===== config.mk =====
export PLATFORM = sky130hd
export DESIGN_NAME = gpio_port_pu
export DESIGN_NICKNAME = d
export VERILOG_FILES = /design/src/rtl/gpio_pkg.sv /design/src/rtl/gpio_sync.sv /design/src/rtl/gpio_pad_ctrl.sv /design/src/rtl/gpio_port_pu.sv
export SDC_FILE = /design/constraint.sdc
export NUM_CORES = 1
export LEC_CHECK = 0
export ABC_CLOCK_PERIOD_IN_PS = 1000
export BUFFER_PORTS_ARGS = -buffer_cell sky130_fd_sc_hd__buf_2
export CAP_MARGIN = 40
export CORE_ASPECT_RATIO = 1.4
export CORE_MARGIN = 10
export CORE_UTILIZATION = 40
export DETAILED_ROUTE_END_ITERATION = 10
export MAX_ROUTING_LAYER = met4
export PLACE_DENSITY = 0.71
export SETUP_SLACK_MARGIN = 0.5
export SYNTH_ARGS = -nofsm -noshare
export SYNTH_HDL_FRONTEND = slang
export SYNTH_SLANG_ARGS = --single-unit

===== constraint.sdc =====
create_clock -name clk -period 1 [get_ports clk]
set_input_delay 0.2 -clock clk [delete_from_list [all_inputs] [get_ports clk]]
set_output_delay 0.2 -clock clk [all_outputs]
set_load 0.005 [all_outputs]

===== src/rtl/gpio_pkg.sv =====
`timescale 1ns/1ps
package gpio_pkg;
    // Register addresses
    typedef enum logic [1:0] {
        GP_PIN  = 2'd0,
        GP_DIR  = 2'd1,
        GP_DATA = 2'd2,
        GP_RSVD = 2'd3
    } gp_addr_e;

    // Port variants
    localparam int GP_BIDIR  = 0;
    localparam int GP_INONLY = 1;
    localparam int GP_FIXOUT = 2;
endpackage


===== src/rtl/gpio_sync.sv =====
`timescale 1ns/1ps
module gpio_sync #(
    parameter int W = 8
) (
    input  logic         clk,
    input  logic         rst_n,
    input  logic [W-1:0] async_in,
    output logic [W-1:0] sync_out
);
    logic [W-1:0] s1_q, s2_q;

    always_ff @(posedge clk or negedge rst_n) begin
        if (!rst_n) begin
            s1_q <= '0;
            s2_q <= '0;
        end else begin
            s1_q <= async_in;
            s2_q <= s1_q;
        end
    end

    assign sync_out = s2_q;
endmodule


===== src/rtl/gpio_pad_ctrl.sv =====
`timescale 1ns/1ps
module gpio_pad_ctrl
    import gpio_pkg::*;
#(
    parameter int W      = 8,
    parameter int MODE   = GP_BIDIR,
    parameter int HC_PIN = 2
) (
    input  logic [W-1:0] data_q,
    input  logic [W-1:0] dir_q,
    input  logic [W-1:0] alt_en,
    output logic [W-1:0] out_val,
    output logic [W-1:0] pu_val
);
    for (genvar i = 0; i < W; i++) begin : g_pin
        if (MODE == GP_INONLY) begin : g_in
            // Pads never driven; data bit 0 is the shared pull-up enable
            assign out_val[i] = 1'b0;
            assign pu_val[i]  = data_q[0] & ~alt_en[i];
        end else if (MODE == GP_FIXOUT && i == HC_PIN) begin : g_fix
            assign out_val[i] = data_q[i];
            assign pu_val[i]  = 1'b0;
        end else begin : g_bi
            assign out_val[i] = data_q[i];
            assign pu_val[i]  = ~dir_q[i] & data_q[i] & ~alt_en[i];
        end
    end
endmodule


===== src/rtl/gpio_port_pu.sv =====
`timescale 1ns/1ps
module gpio_port_pu
    import gpio_pkg::*;
#(
    parameter int W      = 8,
    parameter int MODE   = GP_BIDIR,
    parameter int HC_PIN = 2
) (
    input  logic         clk,
    input  logic         rst_n,
    input  logic [1:0]   bus_addr,
    input  logic         bus_wr,
    input  logic [W-1:0] bus_wdata,
    output logic [W-1:0] bus_rdata,
    input  logic [W-1:0] pad_in,
    input  logic [W-1:0] alt_en,
    output logic [W-1:0] pad_out,
    output logic [W-1:0] pad_oe,
    output logic [W-1:0] pad_pu,
    output logic         hc_drive
);
    localparam logic [W-1:0] ONES      = {W{1'b1}};
    localparam logic [W-1:0] DATA_MASK = (MODE == GP_INONLY) ? W'(1) : ONES;
    localparam logic [W-1:0] DIR_MASK  = (MODE == GP_INONLY) ? '0 : ONES;
    localparam logic [W-1:0] OE_MASK   = (MODE == GP_INONLY) ? '0 : ONES;
    localparam logic [W-1:0] FIX_MASK  = (MODE == GP_FIXOUT) ? (W'(1) << HC_PIN) : '0;

    typedef struct packed {
        logic [W-1:0] data;
        logic [W-1:0] dir;
        logic [W-1:0] oe;
    } port_st_t;

    port_st_t     st_d, st_q;
    logic [W-1:0] pin_sync;
    gp_addr_e     addr;

    assign addr = gp_addr_e'(bus_addr);

    gpio_sync #(.W(W)) u_sync (
        .clk      (clk),
        .rst_n    (rst_n),
        .async_in (pad_in),
        .sync_out (pin_sync)
    );

    gpio_pad_ctrl #(.W(W), .MODE(MODE), .HC_PIN(HC_PIN)) u_pad (
        .data_q  (st_q.data),
        .dir_q   (st_q.dir),
        .alt_en  (alt_en),
        .out_val (pad_out),
        .pu_val  (pad_pu)
    );

    // Next-state: register writes and output-enable computation
    always_comb begin
        st_d = st_q;
        if (bus_wr) begin
            case (addr)
                GP_DATA: st_d.data = bus_wdata & DATA_MASK;
                GP_DIR:  st_d.dir  = bus_wdata & DIR_MASK;
                default: ;
            endcase
        end
        st_d.oe = (st_d.dir | FIX_MASK) & OE_MASK;
    end

    // All state, including the enables, clears without a clock
    always_ff @(posedge clk or negedge rst_n) begin
        if (!rst_n) begin
            st_q <= '0;
        end else begin
            st_q <= st_d;
        end
    end

    always_comb begin
        case (addr)
            GP_PIN:  bus_rdata = pin_sync;
            GP_DIR:  bus_rdata = st_q.dir;
            GP_DATA: bus_rdata = st_q.data;
            default: bus_rdata = '0;
        endcase
    end

    assign pad_oe = st_q.oe;

    if (MODE == GP_FIXOUT) begin : g_hc
        assign hc_drive = st_q.dir[HC_PIN];
    end else begin : g_nohc
        assign hc_drive = 1'b0;
    end
endmodule


==> Word-level counts from Yosys, hierarchy flattened <==
Index checks and enable logic that the tools add are counted.
{ "totals": {"register_bits": 32, "input_bits": 29, "out_inout_bits": 33} }
{ "classes": {"n_eq_ne": 2, "n_mux": 1, "n_bitwise": 32, "reduce_logical": 3} }
{ "ops": {"columns": ["cell", "count"], "rows": [
  ["$pmux 8 s3", 1],
  ["$and 1x1->1", 16],
  ["$not 1->1", 16],
  ["$reduce_and 2->1", 2],
  ["$eq 2x1->1 const B", 1],
  ["$eq 2x2->1 const B", 1],
  ["$logic_not 2->1", 1]
]} }

==> Longest topological paths before layout <==
Gate-level depths: netlist of run 1.
{ "logic_depth": {"ltp_word": 3, "depth_mapped": 4, "ltp_nobuf": 2} }

==> Modules after synthesis <==
Synthesis of run 1 repeated with hierarchy kept, for this count alone.
{ "hier_totals": {"cells_unflattened": 96, "area_unflattened_um2": 1432.6} }
{ "by_module_without_submodules": {"columns": ["module", "instances", "cells_each", "area_each_um2", "seq_area_each_um2"], "rows": [
  ["gpio_port_pu", 1, 64, 872.1, 400.4],
  ["gpio_sync", 1, 16, 400.4, 400.4],
  ["gpio_pad_ctrl", 1, 16, 160.2, 0.0]
]} }

==> Worst setup path before layout of run 1 <==
Ideal clock, no wire load.
{ "synth_timing": {"kind": "input port to output port", "startpoint": "input bus_addr[1]", "endpoint": "output bus_rdata[0]", "arrival_ps": 752, "t_required_ps": 800, "setup_slack_ps": 48, "path_stages": 4, "path_buffers": 2, "path_cell_list": "buf_4 -> nor2b_1 -> buf_2 -> o2bb2ai_1"} }
{ "synth_between": {"elab_chain_cells": 2, "word_cells_on_any_way": 4} }
{ "synth_rtl": {"columns": ["element", "line", "source"], "rows": [
  ["from (decl)", "gpio_port_pu.sv:11", "input logic [1:0] bus_addr,"],
  ["$eq 2x2->1 (tied with other cells)", "gpio_port_pu.sv:78", "case (addr)"],
  ["$pmux 8 s3 *", "gpio_port_pu.sv:78", null],
  ["to (decl)", "gpio_port_pu.sv:14", "output logic [W-1:0] bus_rdata,"]
]} }
Every way passes the cells marked *; elsewhere a longest branch is shown, timed or not.

==> metrics.md, run 1 <==
| Metric | Value |
|---|---|
| Antenna viol nets, final | `0` |
| Area growth syn-to-layout | `52.5%` |
| Largest net degree at the start of global routing | `33` |
| Sequential element share of the synthesized area | `0.629` |
| Gr usage total | `0.125` |
| Avg WL per Cell | `17.3 microns` |
| RSZ-0062 raised after global routing | `yes` |
| CTS H-tree depth | `2` |
| DR DRC count | `0` |
| Final Cell Area | `1940 sq um` |
| R2r worst-path depth | `2` |
| Final Power | `3410 uW` |
| First-pass GRT wire length | `5350 microns` |
| Dominant cell type by area after synthesis | `dfrtp_1` |
| CP required | `0.80 ns` |
| Detailed Route WL | `3370 microns` |
| Kind of end point of the critical path | `output port` |
| DRT Pass-1 Iters | `4` |
| Clk buf depth | `2` |
| PortBufs | `60` |
| Status | `complete, but fails checks` |
| Nets | `184` |
| Max_cap viols | `0` |
| GPL Wtd Cong | `0.780` |
| Die Wd | `67.7 microns` |
| Total negative slack | `-4.10 ns` |
| # IOs | `62` |
| Mapped Nets | `109` |
| PwrDens | `1760 nW/um^2` |
| Die height | `86.7 microns` |
| CTS tree | `yes` |
| Gate Count Post-Synth | `80` |
| Period utilisation layout | `1.27` |
| Initial core utilization | `0.411` |
| Violated checks | `negative hold slack, negative setup slack` |
| Top post-synthesis cells by area | `dfrtp_1 (63%), mux2_2 (14%), mux2i_1 (6.3%)` |
| HPWL Detailed | `2640 microns` |
| Min Tclk post-route | `1.27 ns` |
| DR iter-0 viols | `23` |
| CP Launch Type | `register` |
| # rows | `24` |
| Clock Pin Slew Worst Setup and Hold Paths | `0.06 ns` |
| Maximum vdd ir drop | `0.00106 V` |
| Via density | `4.84` |
| Final setup vio count | `32` |
| Worst hold margin | `-0.132 ns` |
| Initial antenna violation count | `0` |
| Vias | `944` |
| Synth unique cells | `11` |
| CTS sink cnt | `32` |
| Crit path kind | `register to output port` |
| Synthesized area | `1270 sq um` |
| Core ar. | `3090 sq um` |
| Root Buffer | `clkbuf_8` |
| Register bit total from synthesis | `32` |
| Final setup margin | `-0.271 ns` |
| Post-placement cell area | `1760 sq um` |
| Antenna Cells | `0` |
| Final hold vios | `32` |
| Avg Cell Area, Syn | `15.9 sq um` |
| Crit path max fanout | `3` |
| Worst Skew | `0.00250 ns` |
| Synth Warn # | `0` |
| DIE AREA | `5870 sq um` |
| Clk_lat worst skew | `0.27 ns` |
| Max Slew Vio Count | `0` |
| Gr ovfl total | `0` |
| CTS buffer count | `5` |
| FMAX | `787 MHz` |
| Arrival @ worst endpoint | `1.07 ns` |
| Share of layout cells above drive strength 1 | `0.686` |
| Leakage | `0.00102 uW` |
| Hold WC Path Type | `primary input to asynchronous set/reset pin` |
| Synth top area share | `0.629` |
| Vias in the first global route | `1100` |
## cell type report
type / count / area, sq um
multi-input combinational: 44 / 552
fill: 254 / 1150
tap: 39 / 48.8
timing repair buffer: 72 / 449
clock buffer: 8 / 90.1
sequential: 32 / 801
## registers in the layout, summed over array words and instances (netlist names)
signal / cells
pad_oe: 8
u_sync.sync_out: 8
u_sync.s1_q: 8
st_q: 8
## worst max-delay path, cell delays in order, from the launching register on
cell       delay [ns]
dfrtp_1          0.43
mux2i_1          0.18
o2bb2ai_1        0.07
buf_2            0.12
## worst paths after layout
path,startpoint,to,slack (ns)
max in group asynchronous,rst_n,pad_oe[2],0.96
max,pad_oe[6],bus_rdata[6],-0.27
min,rst_n,u_sync.sync_out[4],-0.13
max reg2reg,pad_oe[6],pad_oe[6],0.06
min reg2reg,u_sync.s1_q[3],u_sync.sync_out[3],0.35
min in group clk,pad_in[7],u_sync.s1_q[7],0.03
## synthesized netlist by cell type, drive strengths merged
master	count
dfrtp	32
o2bb2ai	8
nor2b	1
nor3b	8
mux2i	8
conb	1
mux2	16
nand3b	2
buf	4
## cells by family after synthesis
kind of cell,synth area share
AND/OR/NAND/NOR,0.0836
multiplexers,0.205
AO/OA/AOI/OAI,0.0551
other,0.00295
flip-flops,0.629
buffers and inverters,0.0246
## where the power goes
group	internal, uW	switching (uW)	total (uW)
sequential	1450	155	1610
clock	560	421	981
combinational	532	292	824
total	2540	868	3410
## routing by layer
layer | GRT usage | routed length [microns] | vias to the layer above
met2 | 0.224 | 1900 | 31
met5 | - | 0 | -
li1 | - | - | 437
met3 | 0.0478 | 240 | 5
met4 | 0.0393 | 42 | 0
met1 | 0.118 | 1180 | 471
## per-stage QoR
stage	hold WS [ns]	utilization	setup slack (ns)	std cells
floorplan	-0.0956	-	0.0863	80
global placement	0.160	0.570	-0.146	182
detailed placement	0.163	0.570	-0.178	182
CTS	-0.132	0.617	-0.290	193
global route	-0.124	0.627	-0.361	195
finish	-0.132	0.627	-0.271	195
## timing repair
action / 4_1_cts / 5_1_grt
buffers inserted: 3 / 2
setup endpoints to repair: 48 / 48
pin swaps: 9 / 1
resized for setup: 8 / 4
hold endpoints to repair: 32 / 32
## layout by cell type, fill, tap and decap left out, drive strengths merged
cell type	netlist	layout
nand3b	2	2
o2bb2ai	8	8
mux2	16	16
conb	1	1
dfrtp	32	32
nor2b	1	1
buf	4	72
clkbuf	0	8
nor3b	8	8
mux2i	8	8
(Power assumes the default switching activity.)
==> run 2, diff against run 1 <==
CORE_UTILIZATION = 44   (was 40)
PLACE_DENSITY = 0.77   (was 0.71)
==> metrics.md, run 2 (synthesis results as in run 1) <==
| Metric | Value |
|---|---|
| Leakage | `0.00108 uW (+5.8%)` |
| GPL Wtd Cong | `0.822 (+5.4%)` |
| # IOs | `62 (unchanged)` |
| Kind of end point of the critical path | `output port` |
| CP required | `0.80 ns (about the same)` |
| Share of layout cells above drive strength 1 | `0.720 (+0.0336)` |
| Worst hold margin | `-0.129 ns (+0.00246 ns)` |
| Final hold vios | `32 (unchanged)` |
| PwrDens | `1820 nW/um^2 (+3.8%)` |
| Die Wd | `65.5 microns (-3.3%)` |
| PortBufs | `60 (unchanged)` |
| Hold WC Path Type | `primary input to asynchronous set/reset pin` |
| Area growth syn-to-layout | `60.3%` |
| Status | `complete, but fails checks` |
| Root Buffer | `clkbuf_8` |
| Vias in the first global route | `1064 (-3.3%)` |
| CP Launch Type | `register` |
| Worst Skew | `0.00161 ns (-0.000895 ns)` |
| Fillers | `196 (-23%)` |
| Clk_lat worst skew | `0.27 ns (about the same)` |
| Switch share | `0.248 (-0.00658)` |
| Initial core utilization | `0.451 (+0.0398)` |
| Clock Power Share | `0.315 (+0.027)` |
| CTS buffer count | `5 (unchanged)` |
| Most common cell after layout, fill and taps aside | `buf_2` |
| Vias | `996 (+5.5%)` |
| Max_cap viols | `0 (unchanged)` |
| Final setup margin | `-0.387 ns (-0.116 ns)` |
| Final setup vio count | `34 (+6.3%)` |
| Crit path max fanout | `3 (unchanged)` |
| Min Tclk post-route | `1.39 ns (+0.116 ns)` |
| Gr usage total | `0.140 (+0.0150)` |
| Initial antenna violation count | `0 (unchanged)` |
| Commonest cells after routing, fill and taps aside | `buf_2 (55), dfrtp_1 (31), mux2_4 (16)` |
| HPWL Detailed | `2640 microns (-0.33%)` |
| DR iter-0 viols | `20 (-13%)` |
| Antenna Cells | `0 (unchanged)` |
| Post-placement cell area | `1780 sq um (+0.85%)` |
| Comb pwr share | `0.252 (+0.010)` |
| First-pass GRT wire length | `5740 microns (+7.3%)` |
| Violated checks | `negative hold slack, negative setup slack` |
| Cell internal pwr | `2800 uW (+10%)` |
| Psw | `922 uW (+6.2%)` |
| Final Cell Area | `2040 sq um (+5.1%)` |
| Sequential share of power | `0.433 (-0.038)` |
| Largest net degree at the start of global routing | `33 (unchanged)` |
| CTS H-tree depth | `2 (unchanged)` |
| Max Slew Vio Count | `0 (unchanged)` |
| DIE AREA | `5470 sq um (-6.7%)` |
| FMAX | `721 MHz (-8.4%)` |
| Antenna viol nets, final | `0 (unchanged)` |
| Die height | `83.6 microns (-3.6%)` |
| RSZ-0062 raised after global routing | `yes` |
| Gr ovfl total | `0 (unchanged)` |
| Via density | `4.96 (+2.4%)` |
| Total negative slack | `-4.88 ns (-0.775 ns)` |
| Core ar. | `2820 sq um (-8.8%)` |
| Period utilisation layout | `1.39 (+0.116)` |
| Maximum vdd ir drop | `0.00120 V (+14%)` |
| Clk buf depth | `2 (unchanged)` |
| Clock Pin Slew Worst Setup and Hold Paths | `0.06 ns (about the same)` |
| Detailed Route WL | `3790 microns (+13%)` |
| # rows | `23 (-4.2%)` |
| DR DRC count | `0 (unchanged)` |
| CTS sink cnt | `32 (unchanged)` |
| Arrival @ worst endpoint | `1.19 ns (+0.12 ns)` |
| Crit path kind | `register to output port` |
| DRT Pass-1 Iters | `2 (-2)` |
| Nets | `192 (+4.3%)` |
| CTS tree | `yes` |
| Avg WL per Cell | `18.9 microns (+9.2%)` |
## run 2: routing by layer
layer | wire length [microns] | vias up | track usage
met2 | 2090 | 40 | 0.219
met1 | 1440 | 498 | 0.155
met5 | 0 | - | -
met4 | 64 | 0 | 0.0527
li1 | - | 454 | -
met3 | 188 | 4 | 0.0551
## run 2: layout make-up
| cell class | count | area, sq um | area share |
|---|---|---|---|
| clock buffers | 6 | 72.6 | 0.0356 |
| clock inverters | 2 | 35.0 | 0.0172 |
| multi-input cells | 44 | 563 | 0.276 |
| flip-flops and latches | 32 | 802 | 0.393 |
| well taps | 37 | 46.3 | 0.0227 |
| repair buffers | 80 | 520 | 0.255 |
## run 2: stage by stage
step | setup WS, ns | util | cells | power (uW)
floorplan | 0.0863 | - | 80 | 1960
global placement | -0.138 | 0.631 | 184 | 2320
detailed placement | -0.199 | 0.631 | 184 | 2360
CTS | -0.298 | 0.694 | 195 | 3650
global route | -0.430 | 0.723 | 201 | 3920
finish | -0.387 | 0.723 | 201 | 3720
## run 2: worst max-delay path, stage by stage (launching register included)
cell       delay [ns]
dfrtp_1          0.42
mux2i_2          0.26
o2bb2ai_2        0.10
buf_2            0.13
## run 2: power groups by stage
| stage | combinational (uW) | sequential [uW] | clock, uW |
|---|---|---|---|
| detailed placement | 732 | 1620 | 0 |
| global placement | 707 | 1610 | 0 |
| CTS | 828 | 1600 | 1220 |
| global route | 1010 | 1630 | 1280 |
| finish | 939 | 1610 | 1170 |
| floorplan | 351 | 1610 | 0 |
## run 2: what timing repair did
item                       4_1_cts  5_1_grt
setup endpoints to repair       48       48
hold endpoints to repair        32       32
gates resized for setup         13        9
setup buffers                    3        6
pin swaps                        8        0
## run 2: worst paths after layout
| path | from | end | slack (ns) | cells after the start |
|---|---|---|---|---|
| max | pad_oe[1] | bus_rdata[1] | -0.39 | 3 |
| min | rst_n | st_q[19] | -0.13 | 2 |
| max reg2reg | pad_oe[3] | pad_oe[3] | -0.04 | 3 |
| min reg2reg | u_sync.s1_q[5] | u_sync.sync_out[5] | 0.35 | 0 |
| max in group asynchronous | rst_n | pad_oe[5] | 0.94 | 2 |
| min in group clk | pad_in[2] | u_sync.s1_q[2] | 0.03 | 1 |
==> run 3, diff against run 2 <==
CORE_MARGIN = 1.5   (was 10)
PLACE_DENSITY = 0.83   (was 0.77)
==> metrics.md, run 3 (synthesis results as in run 1) <==
| Metric | Value |
|---|---|
| Placed Cells | `179 (-2.7%)` |
| Largest net degree at the start of global routing | `33 (unchanged)` |
| Min Tclk post-route | `1.41 ns (+0.0275 ns)` |
| Worst hold margin | `-0.202 ns (-0.0729 ns)` |
| Placement Setup Slack | `-0.198 ns (+0.00100 ns)` |
| Final hold vios | `40 (+25%)` |
| Die height | `66.6 microns (-20%)` |
| CTS tree | `yes` |
| Worst Skew | `0.00722 ns (+0.00561 ns)` |
| Crit path kind | `register to output port` |
| Crit path max fanout | `3 (unchanged)` |
| R2r startpoint | `pad_oe[3]` |
| Clk_lat worst skew | `0.34 ns (+0.07 ns)` |
| Commonest cells after routing, fill and taps aside | `buf_2 (52), dfrtp_1 (30), buf_6 (24)` |
| Die Wd | `48.5 microns (-26%)` |
| HPWL Detailed | `2110 microns (-20%)` |
| Core ar. | `2700 sq um (-4.3%)` |
| # IOs | `62 (unchanged)` |
| CP max-delay cell | `dfrtp_1` |
| Critical path cell sequence | `mux2i_1, o2bb2ai_1, buf_2` |
| DIE AREA | `3230 sq um (-41%)` |
| Maximum vdd ir drop | `0.00137 V (+14%)` |
| Arrival @ worst endpoint | `1.21 ns (+0.02 ns)` |
| Leakage | `0.00112 uW (+3.5%)` |
| CTS buffer count | `5 (unchanged)` |
| GPL Wtd Cong | `0.735 (-11%)` |
| Area growth syn-to-layout | `66.0%` |
| CP Launch Type | `register` |
| Status | `complete, but fails checks` |
| CTS sink cnt | `32 (unchanged)` |
| Antenna Cells | `0 (unchanged)` |
| CP required | `0.80 ns (about the same)` |
| Final Power | `3560 uW (-4.2%)` |
| DR iter-0 viols | `11 (-45%)` |
| Gr ovfl total | `0 (unchanged)` |
| Violated checks | `negative hold slack, negative setup slack` |
| Vias | `1030 (+3.4%)` |
| Nets | `198 (+3.1%)` |
| Final setup vio count | `37 (+8.8%)` |
| PortBufs | `60 (unchanged)` |
| First-pass GRT wire length | `4840 microns (-16%)` |
| Clk buf depth | `2 (unchanged)` |
| Share of layout cells above drive strength 1 | `0.735 (+0.0158)` |
| Clock Pin Slew Worst Setup and Hold Paths | `0.11 ns (+0.05 ns)` |
| Antenna viol nets, final | `0 (unchanged)` |
| Via density | `5.00 (+0.90%)` |
| Detailed Route WL | `3690 microns (-2.7%)` |
| DRT Pass-1 Iters | `4 (+2)` |
| # rows | `22 (-4.3%)` |
| Hold WC Path Type | `primary input to asynchronous set/reset pin` |
| Non-filler cells in the finished layout | `206 (+2.5%)` |
| Gr usage total | `0.218 (+0.0777)` |
| Kind of end point of the critical path | `output port` |
| CP Launch Point | `pad_oe[3]` |
| Root Buffer | `clkbuf_4` |
| PwrDens | `1690 nW/um^2 (-7.5%)` |
| Initial core utilization | `0.472 (+0.0205)` |
| Avg WL per Cell | `17.9 microns (-5.0%)` |
| Most common cell after layout, fill and taps aside | `buf_2` |
| DR DRC count | `0 (unchanged)` |
| Largest stage delay, worst path | `0.43 ns (about the same)` |
| CTS H-tree depth | `2 (unchanged)` |
| Max_cap viols | `0 (unchanged)` |
| Max Slew Vio Count | `0 (unchanged)` |
| Period utilisation layout | `1.41 (+0.0275)` |
| Final setup margin | `-0.415 ns (-0.0275 ns)` |
| RSZ-0062 raised after global routing | `yes` |
| Vias in the first global route | `993 (-6.7%)` |
| Initial antenna violation count | `0 (unchanged)` |
| FMAX | `707 MHz (-1.9%)` |
-- run 3: per-stage QoR --
stage,hold slack [ns],util,TNS (ns),instance area [sq um]
final,-0.202,0.783,-8.54,2110
after global routing,-0.216,0.783,-10.31,2110
after CTS,-0.208,0.725,-7.48,1960
after detailed placement,0.165,0.657,-3.04,1770
after global placement,0.163,0.657,-2.58,1770
after floorplan,-0.0956,-,0,1390
-- run 3: layer usage --
| metal | vias to the layer above | track usage | part of all wire |
|---|---|---|---|
| li1 | 469 | - | - |
| met1 | 507 | 0.214 | 0.37 |
| met4 | 0 | 0.111 | 0.019 |
| met2 | 47 | 0.378 | 0.55 |
| met5 | - | - | 0 |
| met3 | 7 | 0.0830 | 0.061 |
-- run 3: power breakdown --
| part | total, uW | switching (uW) | internal [uW] |
|---|---|---|---|
| sequential | 1610 | 163 | 1450 |
| clock | 796 | 462 | 334 |
| combinational | 1150 | 376 | 777 |
| total | 3560 | 1000 | 2560 |
-- run 3: repair_timing --
item,4_1_cts,5_1_grt
pin swaps,8,3
setup endpoints to repair,49,50
hold endpoints to repair,40,40
gates cloned,0,0
setup buffers,7,12
resized for setup,16,17
-- run 3: worst paths after layout --
| kind | end | slack (ns) | depth (start not counted) |
|---|---|---|---|
| worst max register to register | pad_oe[3] | -0.23 | 5 |
| worst min register to register | u_sync.sync_out[3] | 0.36 | 0 |
| worst max-delay path | bus_rdata[3] | -0.41 | 3 |
| max in group asynchronous | pad_oe[4] | 1.02 | 2 |
| min in group clk | u_sync.s1_q[0] | -0.04 | 1 |
| worst min-delay path | pad_oe[6] | -0.20 | 2 |
-- run 3: worst max-delay path, delay by kind of cell (launching register included) --
family	cells	cell delay, ns
buf+inv	1	0.14
compound gates	1	0.12
mux	1	0.20
flops	1	0.43
-- run 3: area by class of cell --
type,instances,area (sq um)
clock inverters,2,10.0
multi-input cells,44,559
repair buffers,86,643
fillers,175,586
flip-flops and latches,32,803
well taps,36,45.0
clock buffers,6,51.3
